`src/rtl/wake_evt_pkg.sv`:
```
package wake_evt_pkg;

  typedef struct packed {
    logic stsWr;
    logic enWr;
    logic stsRd;
    logic enRd;
  } regStrobe_t;

  localparam int PEND_BIT   = 0;
  localparam int PME_EN_BIT = 1;
  localparam int SCI_EN_BIT = 0;

endpackage

```
`src/rtl/wake_evt_sync.sv`:
```
module wake_evt_sync #(
  parameter int STAGES = 2
) (
  input  logic clk,
  input  logic porRstN,
  input  logic asyncIn,
  output logic syncOut
);

  logic [STAGES-1:0] chain;

  always_ff @(posedge clk or negedge porRstN) begin
    if (!porRstN) chain <= '0;
    else          chain <= {chain[STAGES-2:0], asyncIn};
  end

  assign syncOut = chain[STAGES-1];

endmodule

```
`src/rtl/wake_evt_ctrl.sv`:
```
module wake_evt_ctrl
  import wake_evt_pkg::*;
#(
  parameter int ADDR_W     = 8,
  parameter int OFS_EVT_EN = 9,
  parameter int OFS_STS    = 16
) (
  input  logic [ADDR_W-1:0] baseAddr,
  input  logic [ADDR_W-1:0] busAddr,
  input  logic              rdStrobe,
  input  logic              wrStrobe,
  output regStrobe_t        strb
);

  localparam logic [ADDR_W-1:0] EN_OFS  = ADDR_W'(OFS_EVT_EN);
  localparam logic [ADDR_W-1:0] STS_OFS = ADDR_W'(OFS_STS);

  logic [ADDR_W-1:0] relAddr;
  logic              hitEn;
  logic              hitSts;

  always_comb begin
    relAddr = busAddr - baseAddr;
    hitEn   = (relAddr == EN_OFS);
    hitSts  = (relAddr == STS_OFS);
  end

  always_comb begin
    strb.stsWr = wrStrobe & hitSts;
    strb.enWr  = wrStrobe & hitEn;
    strb.stsRd = rdStrobe & hitSts;
    strb.enRd  = rdStrobe & hitEn;
  end

endmodule

```
`src/rtl/wake_evt_dp.sv`:
```
module wake_evt_dp
  import wake_evt_pkg::*;
#(
  parameter int NUM_SRC     = 4,
  parameter int DATA_W      = 8,
  parameter int SYNC_STAGES = 2
) (
  input  logic               clk,
  input  logic               porRstN,
  input  regStrobe_t         strb,
  input  logic [DATA_W-1:0]  wrData,
  input  logic [NUM_SRC-1:0] wakeIn,
  output logic [DATA_W-1:0]  rdData,
  output logic               pmeN,
  output logic               sciReq,
  output logic               stsBit,
  output logic               pmeEnBit,
  output logic               sciEnBit,
  output logic               anyEdge
);

  logic [NUM_SRC-1:0] wakeSync;
  logic [NUM_SRC-1:0] wakePrev;
  logic [NUM_SRC-1:0] wakeRise;

  for (genvar s = 0; s < NUM_SRC; s++) begin : g_src
    wake_evt_sync #(.STAGES(SYNC_STAGES)) i_sync (
      .clk     (clk),
      .porRstN (porRstN),
      .asyncIn (wakeIn[s]),
      .syncOut (wakeSync[s])
    );
  end

  always_ff @(posedge clk or negedge porRstN) begin
    if (!porRstN) wakePrev <= '0;
    else          wakePrev <= wakeSync;
  end

  always_comb begin
    wakeRise = wakeSync & ~wakePrev;
    anyEdge  = |wakeRise;
  end

  // Pending flag: a new edge has priority over a clearing write.
  always_ff @(posedge clk or negedge porRstN) begin
    if (!porRstN)                          stsBit <= 1'b0;
    else if (anyEdge)                      stsBit <= 1'b1;
    else if (strb.stsWr && wrData[PEND_BIT]) stsBit <= 1'b0;
  end

  always_ff @(posedge clk or negedge porRstN) begin
    if (!porRstN)        pmeEnBit <= 1'b0;
    else if (strb.stsWr) pmeEnBit <= wrData[PME_EN_BIT];
  end

  always_ff @(posedge clk or negedge porRstN) begin
    if (!porRstN)       sciEnBit <= 1'b0;
    else if (strb.enWr) sciEnBit <= wrData[SCI_EN_BIT];
  end

  always_comb begin
    pmeN   = ~(stsBit & pmeEnBit);
    sciReq = stsBit & pmeEnBit & sciEnBit;
  end

  always_comb begin
    rdData = '0;
    if (strb.stsRd) begin
      rdData[PEND_BIT]   = stsBit;
      rdData[PME_EN_BIT] = pmeEnBit;
    end else if (strb.enRd) begin
      rdData[SCI_EN_BIT] = sciEnBit;
    end
  end

endmodule

```
`src/rtl/wake_evt_block.sv`:
```
module wake_evt_block
  import wake_evt_pkg::*;
#(
  parameter int NUM_SRC     = 4,
  parameter int ADDR_W      = 8,
  parameter int DATA_W      = 8,
  parameter int SYNC_STAGES = 2,
  parameter int OFS_EVT_EN  = 9,
  parameter int OFS_STS     = 16
) (
  input  logic               clk,
  input  logic               porRstN,
  input  logic [ADDR_W-1:0]  baseAddr,
  input  logic [ADDR_W-1:0]  busAddr,
  input  logic               rdStrobe,
  input  logic               wrStrobe,
  input  logic [DATA_W-1:0]  wrData,
  output logic [DATA_W-1:0]  rdData,
  input  logic [NUM_SRC-1:0] wakeIn,
  output logic               pmeN,
  output logic               sciReq
);

  regStrobe_t strb;
  logic       stsBit;
  logic       pmeEnBit;
  logic       sciEnBit;
  logic       anyEdge;

  wake_evt_ctrl #(
    .ADDR_W     (ADDR_W),
    .OFS_EVT_EN (OFS_EVT_EN),
    .OFS_STS    (OFS_STS)
  ) i_ctrl (
    .baseAddr (baseAddr),
    .busAddr  (busAddr),
    .rdStrobe (rdStrobe),
    .wrStrobe (wrStrobe),
    .strb     (strb)
  );

  wake_evt_dp #(
    .NUM_SRC     (NUM_SRC),
    .DATA_W      (DATA_W),
    .SYNC_STAGES (SYNC_STAGES)
  ) i_dp (
    .clk      (clk),
    .porRstN  (porRstN),
    .strb     (strb),
    .wrData   (wrData),
    .wakeIn   (wakeIn),
    .rdData   (rdData),
    .pmeN     (pmeN),
    .sciReq   (sciReq),
    .stsBit   (stsBit),
    .pmeEnBit (pmeEnBit),
    .sciEnBit (sciEnBit),
    .anyEdge  (anyEdge)
  );

endmodule

```
`config.mk`:
```
export PLATFORM = sky130hd
export DESIGN_NAME = wake_evt_block
export DESIGN_NICKNAME = d
export VERILOG_FILES = /design/src/rtl/wake_evt_pkg.sv /design/src/rtl/wake_evt_sync.sv /design/src/rtl/wake_evt_ctrl.sv /design/src/rtl/wake_evt_dp.sv /design/src/rtl/wake_evt_block.sv
export SDC_FILE = /design/constraint.sdc
export NUM_CORES = 1
export LEC_CHECK = 0
export BUFFER_PORTS_ARGS = -buffer_cell sky130_fd_sc_hd__buf_2
export CORE_UTILIZATION = 45
export DETAILED_ROUTE_END_ITERATION = 16
export MAX_ROUTING_LAYER = met4
export PLACE_DENSITY = 0.74
export SETUP_SLACK_MARGIN = 0.05
export SYNTH_ARGS = -nofsm -noshare
export SYNTH_HDL_FRONTEND = slang
export SYNTH_SLANG_ARGS = --single-unit
```
`constraint.sdc`:
```
create_clock -name clk -period 8.3 [get_ports clk]
set_input_delay 1.66 -clock clk [delete_from_list [all_inputs] [get_ports clk]]
set_output_delay 1.66 -clock clk [all_outputs]
set_load 0.03 [all_outputs]
```
# Yosys cells after proc, flatten, opt, wreduce, memory -nomap -nowiden
# Index checks and enable logic that the tools add are counted.
classes:
  n_addsub: 1
  n_eq_ne: 2
  mux: 5
  n_bitwise: 9
  reduce_logical: 3
ops:
  columns: ["op", "n"]
  rows:
  - ["$eq A8 B4 Y1 const B", 1]
  - ["$eq A8 B5 Y1 const B", 1]
  - ["$sub A8 B8 Y8", 1]
  - ["$and A1 B1 Y1", 6]
  - ["$mux W1", 5]
  - ["$and A4 B4 Y4", 1]
  - ["$not A4 Y4", 1]
  - ["$reduce_or A4 Y1", 1]
  - ["$reduce_bool A2 Y1", 1]
  - ["$logic_and A1 B1 Y1", 1]
  - ["$not A1 Y1", 1]
word_totals:
  ff_bits: 15
  word_cells: 28

# Depth between registers and ports, before layout
# Gate-level depths: netlist of run 1.
depth:
  depth_word: 6
  mapped_depth: 9

# Modules after synthesis
# Synthesis of run 1 repeated with hierarchy kept, for this count alone.
hier_totals:
  cells_unflattened: 96
  hier_area_um2: 918.4
by_module_without_submodules:
  columns: ["module", "n_inst", "cells_per_inst", "area_each_um2"]
  rows:
  - ["wake_evt_ctrl", 1, 59, 389.1]
  - ["wake_evt_dp", 1, 29, 329.1]
  - ["wake_evt_sync", 4, 2, 50.0]

# Worst setup path after synthesis of run 1
# OpenSTA, ideal clock, no wires.
synth_timing:
  path_kind: "input -> output"
  from: "in busAddr[0]"
  to: "out rdData[1]"
  arrival_time_ps: 3444
  t_required_ps: 6640
  setup_slack_ps: 3196
  stages: 9
  path_buffers: 0
  cell_sequence: "inv_1 > ha_1 > fa_1 > xor2_1 > nand2_1 > nor4bb_1 > o22ai_2 > nor2_1 > and4_1"
synth_between:
  elab_chain_cells: 4
synth_rtl:
  columns: ["item", "line_no", "rtl"]
  rows:
  - ["from (decl)", "wake_evt_block.sv:14", "input logic [ADDR_W-1:0] busAddr,"]
  - ["$sub A8 B8 Y8", "wake_evt_ctrl.sv:23", "relAddr = busAddr - baseAddr;"]
  - ["$eq A8 B5 Y1", "wake_evt_ctrl.sv:25", "hitSts = (relAddr == STS_OFS);"]
  - ["$and A1 B1 Y1", "wake_evt_ctrl.sv:31", "strb.stsRd = rdStrobe & hitSts;"]
  - ["$mux W1", "wake_evt_dp.sv:69", "if (strb.stsRd) begin"]
  - ["to (decl)", "wake_evt_block.sv:18", "output logic [DATA_W-1:0] rdData,"]
# No other way between the ends.

# Final worst setup path of run 1
layout_timing:
  from: "in baseAddr[0]"
  to: "out rdData[1]"
layout_between:
  elab_chain_cells: 4
layout_rtl:
  columns: ["item", "line_no", "rtl"]
  rows:
  - ["from (decl)", "wake_evt_block.sv:13", "input logic [ADDR_W-1:0] baseAddr,"]
  - ["$sub A8 B8 Y8", "wake_evt_ctrl.sv:23", null]
  - ["$eq A8 B5 Y1", "wake_evt_ctrl.sv:25", null]
  - ["$and A1 B1 Y1", "wake_evt_ctrl.sv:31", null]
  - ["$mux W1", "wake_evt_dp.sv:69", null]
# No other way between the ends.

==> flow_summary_export.csv, run 1 <==
group,metric,value,unit
clocking,clk_pin_slew,0.07,ns
timing,finalHoldWorstSlack,0.350,ns
setup_path,end_kind,"primary output",
logic_synthesis,netlist_area,932,sq um
setup_path,cp_max_fo,4,
setup_path,critPathKind,"in -> out",
cells_and_area,area_growth,19.2,%
logic_synthesis,synthCells,91,
routing,drc_errors,0,
clocking,cts_resized,0,
global_routing,grt_max_degree,16,
setup_path,critPathMostFrequentCell,"buf_2",
timing,fin_ws,2.95,ns
setup_path,max_stage_delay,0.40,ns
logic_synthesis,synth_most_common_cell,"dfrtp_1",
flow_run,drv_cap,0,
timing,max_freq,187,MHz
cells_and_area,final_core_util,56.6,%
logic_synthesis,ys_seq_area_share,40.3,%
logic_synthesis,synth.avg_cell_area,10.2,sq um
timing,finalMaxSlewViolations,0,
cells_and_area,drive_above_1_share,30.1,%
timing,hold_viol,0,
floorplanning,die_w,47.5,microns
power,powerDensity,147,nW/um^2
routing,wirelength,1450,microns
cells_and_area,nNetsFinal,164,
setup_path,cp_slowest_cell,"fa_1",
routing,vias,747,
timing,setup_tns,0,ns
global_routing,grt_pass1_vias,603,
setup_path,crit_buf_inv,2,
routing,wl_per_cell,9.68,microns
logic_synthesis,ys_top_cells_by_area,"dfrtp_1, ha_1, buf_4",
routing,viasPerCell,4.98,
global_routing,groute.usage.overall,13.8,%
global_routing,grt.overflow.total,0,
clocking,cts_tree,"built",
global_routing,grt_pass1_wl,2080,microns
setup_path,cp.required,6.64,ns
placement,gp_congestion,0.776,
floorplanning,initial_utilization,47.5,%
placement,dp_cells,146,
setup_path,cp.arrival,3.69,ns
timing,fin_crit_sh,64.5,%
status,outcome,"finished, final reports clean",
clocking,htreeDepth,1,
floorplanning,die_area,2260,sq um
clocking,cts.path.max_buffers,2,
timing,layout_min_cycle_time,5.35,ns
power,finalPower,164,uW
clocking,postCtsSetupBuffers,0,
logic_synthesis,synthTopCellsByCount,"dfrtp_1, inv_1, a21oi_1",
setup_path,cp_top_family,"simple AND/OR/NAND/NOR gates",
clocking,postCtsHoldBufs,0,
logic_synthesis,synth_top_cell_area_share,40.3,%
cells_and_area,final_area,1110,sq um
global_routing,antenna_found_initial,0,
floorplanning,pin_count,42,
worst_hold_path,worstHoldPathType,"reg -> reg",
clocking,clk_latency,0.27,ns
power,p_leak,0.573,nW
placement,placed_area,1080,sq um
logic_synthesis,ys_types,33,
placement,port-buffer-count,29,
timing,fin_worst_skew,0.00223,ns
clocking,clock_sinks,15,
setup_path,crit_chain,"buf_2 > ha_1 > fa_1 > xor2_1 > nand2_1 > nor4bb_1 > o22ai_2 > nor2_1 > and4_1 > buf_2",
logic_synthesis,yosysWarnings,0,
floorplanning,core_area,1960,sq um
clocking,clockRootBuffer,"clkbuf_4",
logic_synthesis,synthFlopType,"dfrtp_1",
floorplanning,num_rows,16,
routing,drt_iter0_markers,4,
floorplanning,die_height,47.5,microns
logic_synthesis,synth_largest_area_cell,"dfrtp_1",
placement,dp_hpwl,1270,microns
timing,rsz0062_at_grt,"no",
logic_synthesis,synth-async-reset-ratio,100,%
power,ir_worst_vdd,0.128,mV
timing,setup_viol,0,
placement,place_ws,2.96,ns
logic_synthesis,synth_seq_cells,15,
cells_and_area,antenna_cells,0,
setup_path,cp-start-kind,"primary input",
logic_synthesis,synth_edf_count,0,
cells_and_area,final_cells,150,
routing,drtAntennaViolNets,0,
clocking,cts-buffers-inserted,3,
routing,first_pass_iters,4,
==> cell type report <==
| cell class | count | area (sq um) |
|---|---|---|
| clock buffers | 4 | 26.3 |
| fillers | 186 | 851 |
| inverters | 10 | 37.5 |
| multi-input cells | 65 | 493 |
| flip-flops and latches | 15 | 375 |
| well taps | 27 | 33.8 |
| repair buffers | 29 | 145 |
==> final timing paths <==
check                                         startpoint  slack, ns                             to  cells past startpoint
min                        i_dp.g_src[3].i_sync.chain[0]       0.35  i_dp.g_src[3].i_sync.chain[1]                      0
min reg2reg                i_dp.g_src[3].i_sync.chain[0]       0.35  i_dp.g_src[3].i_sync.chain[1]                      0
max in group asynchronous                        porRstN       6.79  i_dp.g_src[0].i_sync.chain[1]                      1
max reg2reg                i_dp.g_src[3].i_sync.chain[1]       7.46                    i_dp.stsBit                      3
max                                          baseAddr[0]       2.95                      rdData[1]                     10
min in group asynchronous                        porRstN       1.27  i_dp.g_src[1].i_sync.chain[0]                      1
==> worst reg2reg max path: cells and delay by family (launching register included) <==
kind	cells	cell delay, ns
flip-flops	1	0.37
AO/OA/AOI/OAI	1	0.12
AND/OR/NAND/NOR	2	0.23
==> per-layer routing <==
layer / track usage, % / part of all wire, % / wire length [microns] / vias up
li1: - / - / - / 374
met1: 14.3 / 40 / 574 / 353
met2: 25.8 / 57 / 834 / 20
met3: 1.13 / 3.0 / 43 / 0
met4: 6.86 / 0 / 0 / 0
met5: - / 0 / 0 / -
==> power breakdown <==
| group | total, mW | internal, mW | switching (mW) | leakage, nW |
|---|---|---|---|---|
| Combinational | 0.0466 | 0.0193 | 0.0272 | 0.382 |
| Clock | 0.0383 | 0.0186 | 0.0197 | 0.0150 |
| Sequential | 0.0789 | 0.0771 | 0.00186 | 0.176 |
| Total | 0.164 | 0.115 | 0.0488 | 0.573 |
==> layout by cell type, fill, tap and decap left out, types with 2 or more instances in the layout <==
cell      count
xnor2_1       2
nand2_1       5
nor2b_1       2
and3_1        3
conb_1        6
mux2_1        2
nor2_1        5
nand2b_1      3
ha_1          7
a21oi_1       8
xor2_1        2
buf_2        29
inv_1        10
dfrtp_1      15
clkbuf_4      3
nand3_1       2
==> state kept, by name (all words and copies together) (netlist names) <==
register,flops
i_dp.g_src.i_sync.chain,8
i_dp.pmeEnBit,1
i_dp.sciEnBit,1
i_dp.stsBit,1
i_dp.wakePrev,4
==> cell families (layout without fill, tap and decap cells) <==
logic type                 count (synthesis)  after routing  synth area share (%)
adders and majority gates                  8              8                  11.5
and+or+nand+nor                           27             27                  17.3
other                                      1              6                 0.402
DFF                                       15             15                  40.3
muxes                                      2              2                  2.42
AOI/OAI and AO/OA                         18             18                  15.4
xor gates and xnor gates                   4              4                  3.76
buffers and inverters                     16             43                  8.86
No activity file was read; power rests on OpenSTA's default activity.
==> inputs of run 2 (changes only) <==
--- a/config.mk
+++ b/config.mk
@@ -6,10 +6,10 @@
 export NUM_CORES = 1
 export LEC_CHECK = 0
 export BUFFER_PORTS_ARGS = -buffer_cell sky130_fd_sc_hd__buf_2
-export CORE_UTILIZATION = 45
+export CORE_UTILIZATION = 41
 export DETAILED_ROUTE_END_ITERATION = 16
 export MAX_ROUTING_LAYER = met4
-export PLACE_DENSITY = 0.74
+export PLACE_DENSITY = 0.71
 export SETUP_SLACK_MARGIN = 0.05
 export SYNTH_ARGS = -nofsm -noshare
 export SYNTH_HDL_FRONTEND = slang
==> constraint.sdc (replaced) <==
create_clock -name clk -period 4.5 [get_ports clk]
set_input_delay 0.9 -clock clk [delete_from_list [all_inputs] [get_ports clk]]
set_output_delay 0.9 -clock clk [all_outputs]
set_load 0.03 [all_outputs]
==> flow_summary_export.csv, run 2 (same netlist as run 1, synthesis figures left out) <==
group,metric,value,unit
cells_and_area,top_register,"i_dp.g_src.i_sync.chain",
global_routing,groute.usage.overall,16.1,%
power,p_comb_share,29.3,%
flow_run,drv_cap,0,
clocking,cts.path.max_buffers,2,
floorplanning,die_w,49.7,microns
routing,drtAntennaViolNets,0,
worst_hold_path,worstHoldPathType,"reg -> reg",
setup_path,cp_max_fo,3,
setup_path,cp.arrival,2.94,ns
placement,dp_cells,146,
timing,finalMaxSlewViolations,0,
routing,first_pass_iters,3,
power,pwr-share-seq,47.9,%
setup_path,rr_endpoint,"i_dp.stsBit",
timing,finalHoldWorstSlack,0.352,ns
floorplanning,die_area,2470,sq um
floorplanning,die_height,49.7,microns
timing,rsz0062_at_grt,"no",
power,p_leak,0.573,nW
power,powerDensity,273,nW/um^2
clocking,clock_sinks,15,
cells_and_area,final_cells,150,
routing,drc_errors,0,
floorplanning,core_area,2040,sq um
setup_path,reg2reg_slack,3.66,ns
placement,gp_congestion,0.861,
timing,setup_tns,0,ns
timing,fin_crit_sh,85.3,%
timing,fin_worst_skew,0.00201,ns
setup_path,max_stage_delay,0.40,ns
clocking,postCtsSetupBuffers,0,
clocking,cts_tree,"built",
cells_and_area,multi_input_area,493,sq um
setup_path,critPathKind,"in -> out",
worst_hold_path,hold_end,"i_dp.g_src[3].i_sync.chain[1]",
setup_path,cp_top_family,"adder cells",
global_routing,grt_pass1_wl,2970,microns
setup_path,worst-r2r-cell-count,3,
global_routing,antenna_found_initial,0,
power,switching_power,91.5,uW
setup_path,crit_chain,"buf_2 > ha_1 > fa_1 > nor2b_1 > o31a_1 > a21oi_1 > and3_1 > a22o_1 > and3_1 > buf_2",
global_routing,grt_max_degree,16,
clocking,htreeDepth,1,
routing,viasPerCell,4.83,
setup_path,crit_buf_inv,2,
cells_and_area,area_growth,19.2,%
global_routing,grt_pass1_vias,745,
setup_path,cp-startpoint,"baseAddr[0]",
timing,layout_min_cycle_time,3.84,ns
global_routing,grt.overflow.total,0,
routing,wirelength,1680,microns
placement,port-buffer-count,29,
status,outcome,"finished, final reports clean",
routing,drt_iter0_markers,3,
clocking,clk_latency,0.26,ns
power,swShare,30.1,%
timing,setup_viol,0,
cells_and_area,fillers,198,
cells_and_area,antenna_cells,0,
setup_path,cp.required,3.60,ns
power,internal_power,212,uW
timing,max_freq,260,MHz
power,ir_worst_vdd,0.242,mV
timing,hold_viol,0,
clocking,cts_resized,0,
worst_hold_path,hp-start,"i_dp.g_src[3].i_sync.chain[0]",
cells_and_area,nNetsFinal,164,
cells_and_area,final_cell_mix,"buf_2, dfrtp_1, inv_1, a21oi_1, ha_1",
setup_path,cp_slowest_cell,"fa_1",
cells_and_area,regArea,375,sq um
cells_and_area,drive_above_1_share,30.1,%
setup_path,rr_startpoint,"i_dp.g_src[3].i_sync.chain[1]",
floorplanning,initial_utilization,45.6,%
setup_path,end_kind,"primary output",
clocking,postCtsHoldBufs,0,
clocking,clockRootBuffer,"clkbuf_4",
routing,vias,724,
routing,wl_per_cell,11.2,microns
power,p_clk_share,22.8,%
clocking,clk_pin_slew,0.07,ns
clocking,cts-buffers-inserted,3,
setup_path,cp-start-kind,"primary input",
floorplanning,pin_count,42,
cells_and_area,largest_reg_flops,8,
placement,dp_hpwl,1420,microns
cells_and_area,top_regs,"i_dp.g_src.i_sync.chain (8), i_dp.wakePrev (4)",
floorplanning,num_rows,16,
worst_hold_path,hold_path_depth,0,
cells_and_area,final_common_cell,"buf_2",
[run 2: cell counts in the layout (fill, tap and decap cells not counted)]
No cell type changed its count.
[run 2: final cells by class]
class	count	area share [%]
Clock buffer	4	2.36
Inverter	10	3.38
Tap cell	27	3.04
Timing Repair Buffer	29	13.1
Sequential cell	15	33.8
Multi-Input combinational cell	65	44.4
[run 2: worst max path at each step]
| stage | end | slack, ns | cells past startpoint |
|---|---|---|---|
| 2_1_floorplan | rdData[1] | 0.92 | 9 |
| 3_3_place_gp | rdData[1] | 0.71 | 10 |
| 3_5_place_dp | rdData[0] | 0.68 | 10 |
| 4_1_cts | rdData[0] | 0.68 | 10 |
| 5_1_grt | rdData[1] | 0.48 | 10 |
| 6_report | rdData[0] | 0.66 | 10 |
[run 2: power by group through the flow]
stage               sequential, mW  combinational (mW)  clock, mW
finish                       0.146              0.0890     0.0691
global placement             0.148              0.0848          0
detailed placement           0.149              0.0881          0
CTS                          0.146              0.0890     0.0731
global route                 0.147              0.0988     0.0790
floorplan                    0.147              0.0667          0
[run 2: layer usage]
layer	wire length [microns]	global-route usage, %	part of all wire, %	up-vias
met3	95	2.78	5.7	2
met4	19	7.14	1.1	0
met5	0	-	0	-
met1	756	18.9	45	321
met2	810	26.8	48	31
li1	-	-	-	370
[run 2: through the flow]
| step | setup slack [ns] | cell area, sq um | utilization, % | total power, mW |
|---|---|---|---|---|
| 2_1_floorplan | 0.916 | 951 | - | 0.214 |
| 3_3_place_gp | 0.714 | 1080 | 53.1 | 0.233 |
| 3_5_place_dp | 0.684 | 1080 | 53.1 | 0.237 |
| 4_1_cts | 0.681 | 1110 | 54.4 | 0.308 |
| 5_1_grt | 0.478 | 1110 | 54.4 | 0.325 |
| 6_report | 0.661 | 1110 | 54.4 | 0.304 |
[run 2: worst reg2reg max path, stage by stage (launching register included)]
cell     delay (ns)
dfrtp_1        0.37
nor2b_1        0.13
a21oi_1        0.12
nand4_1        0.10
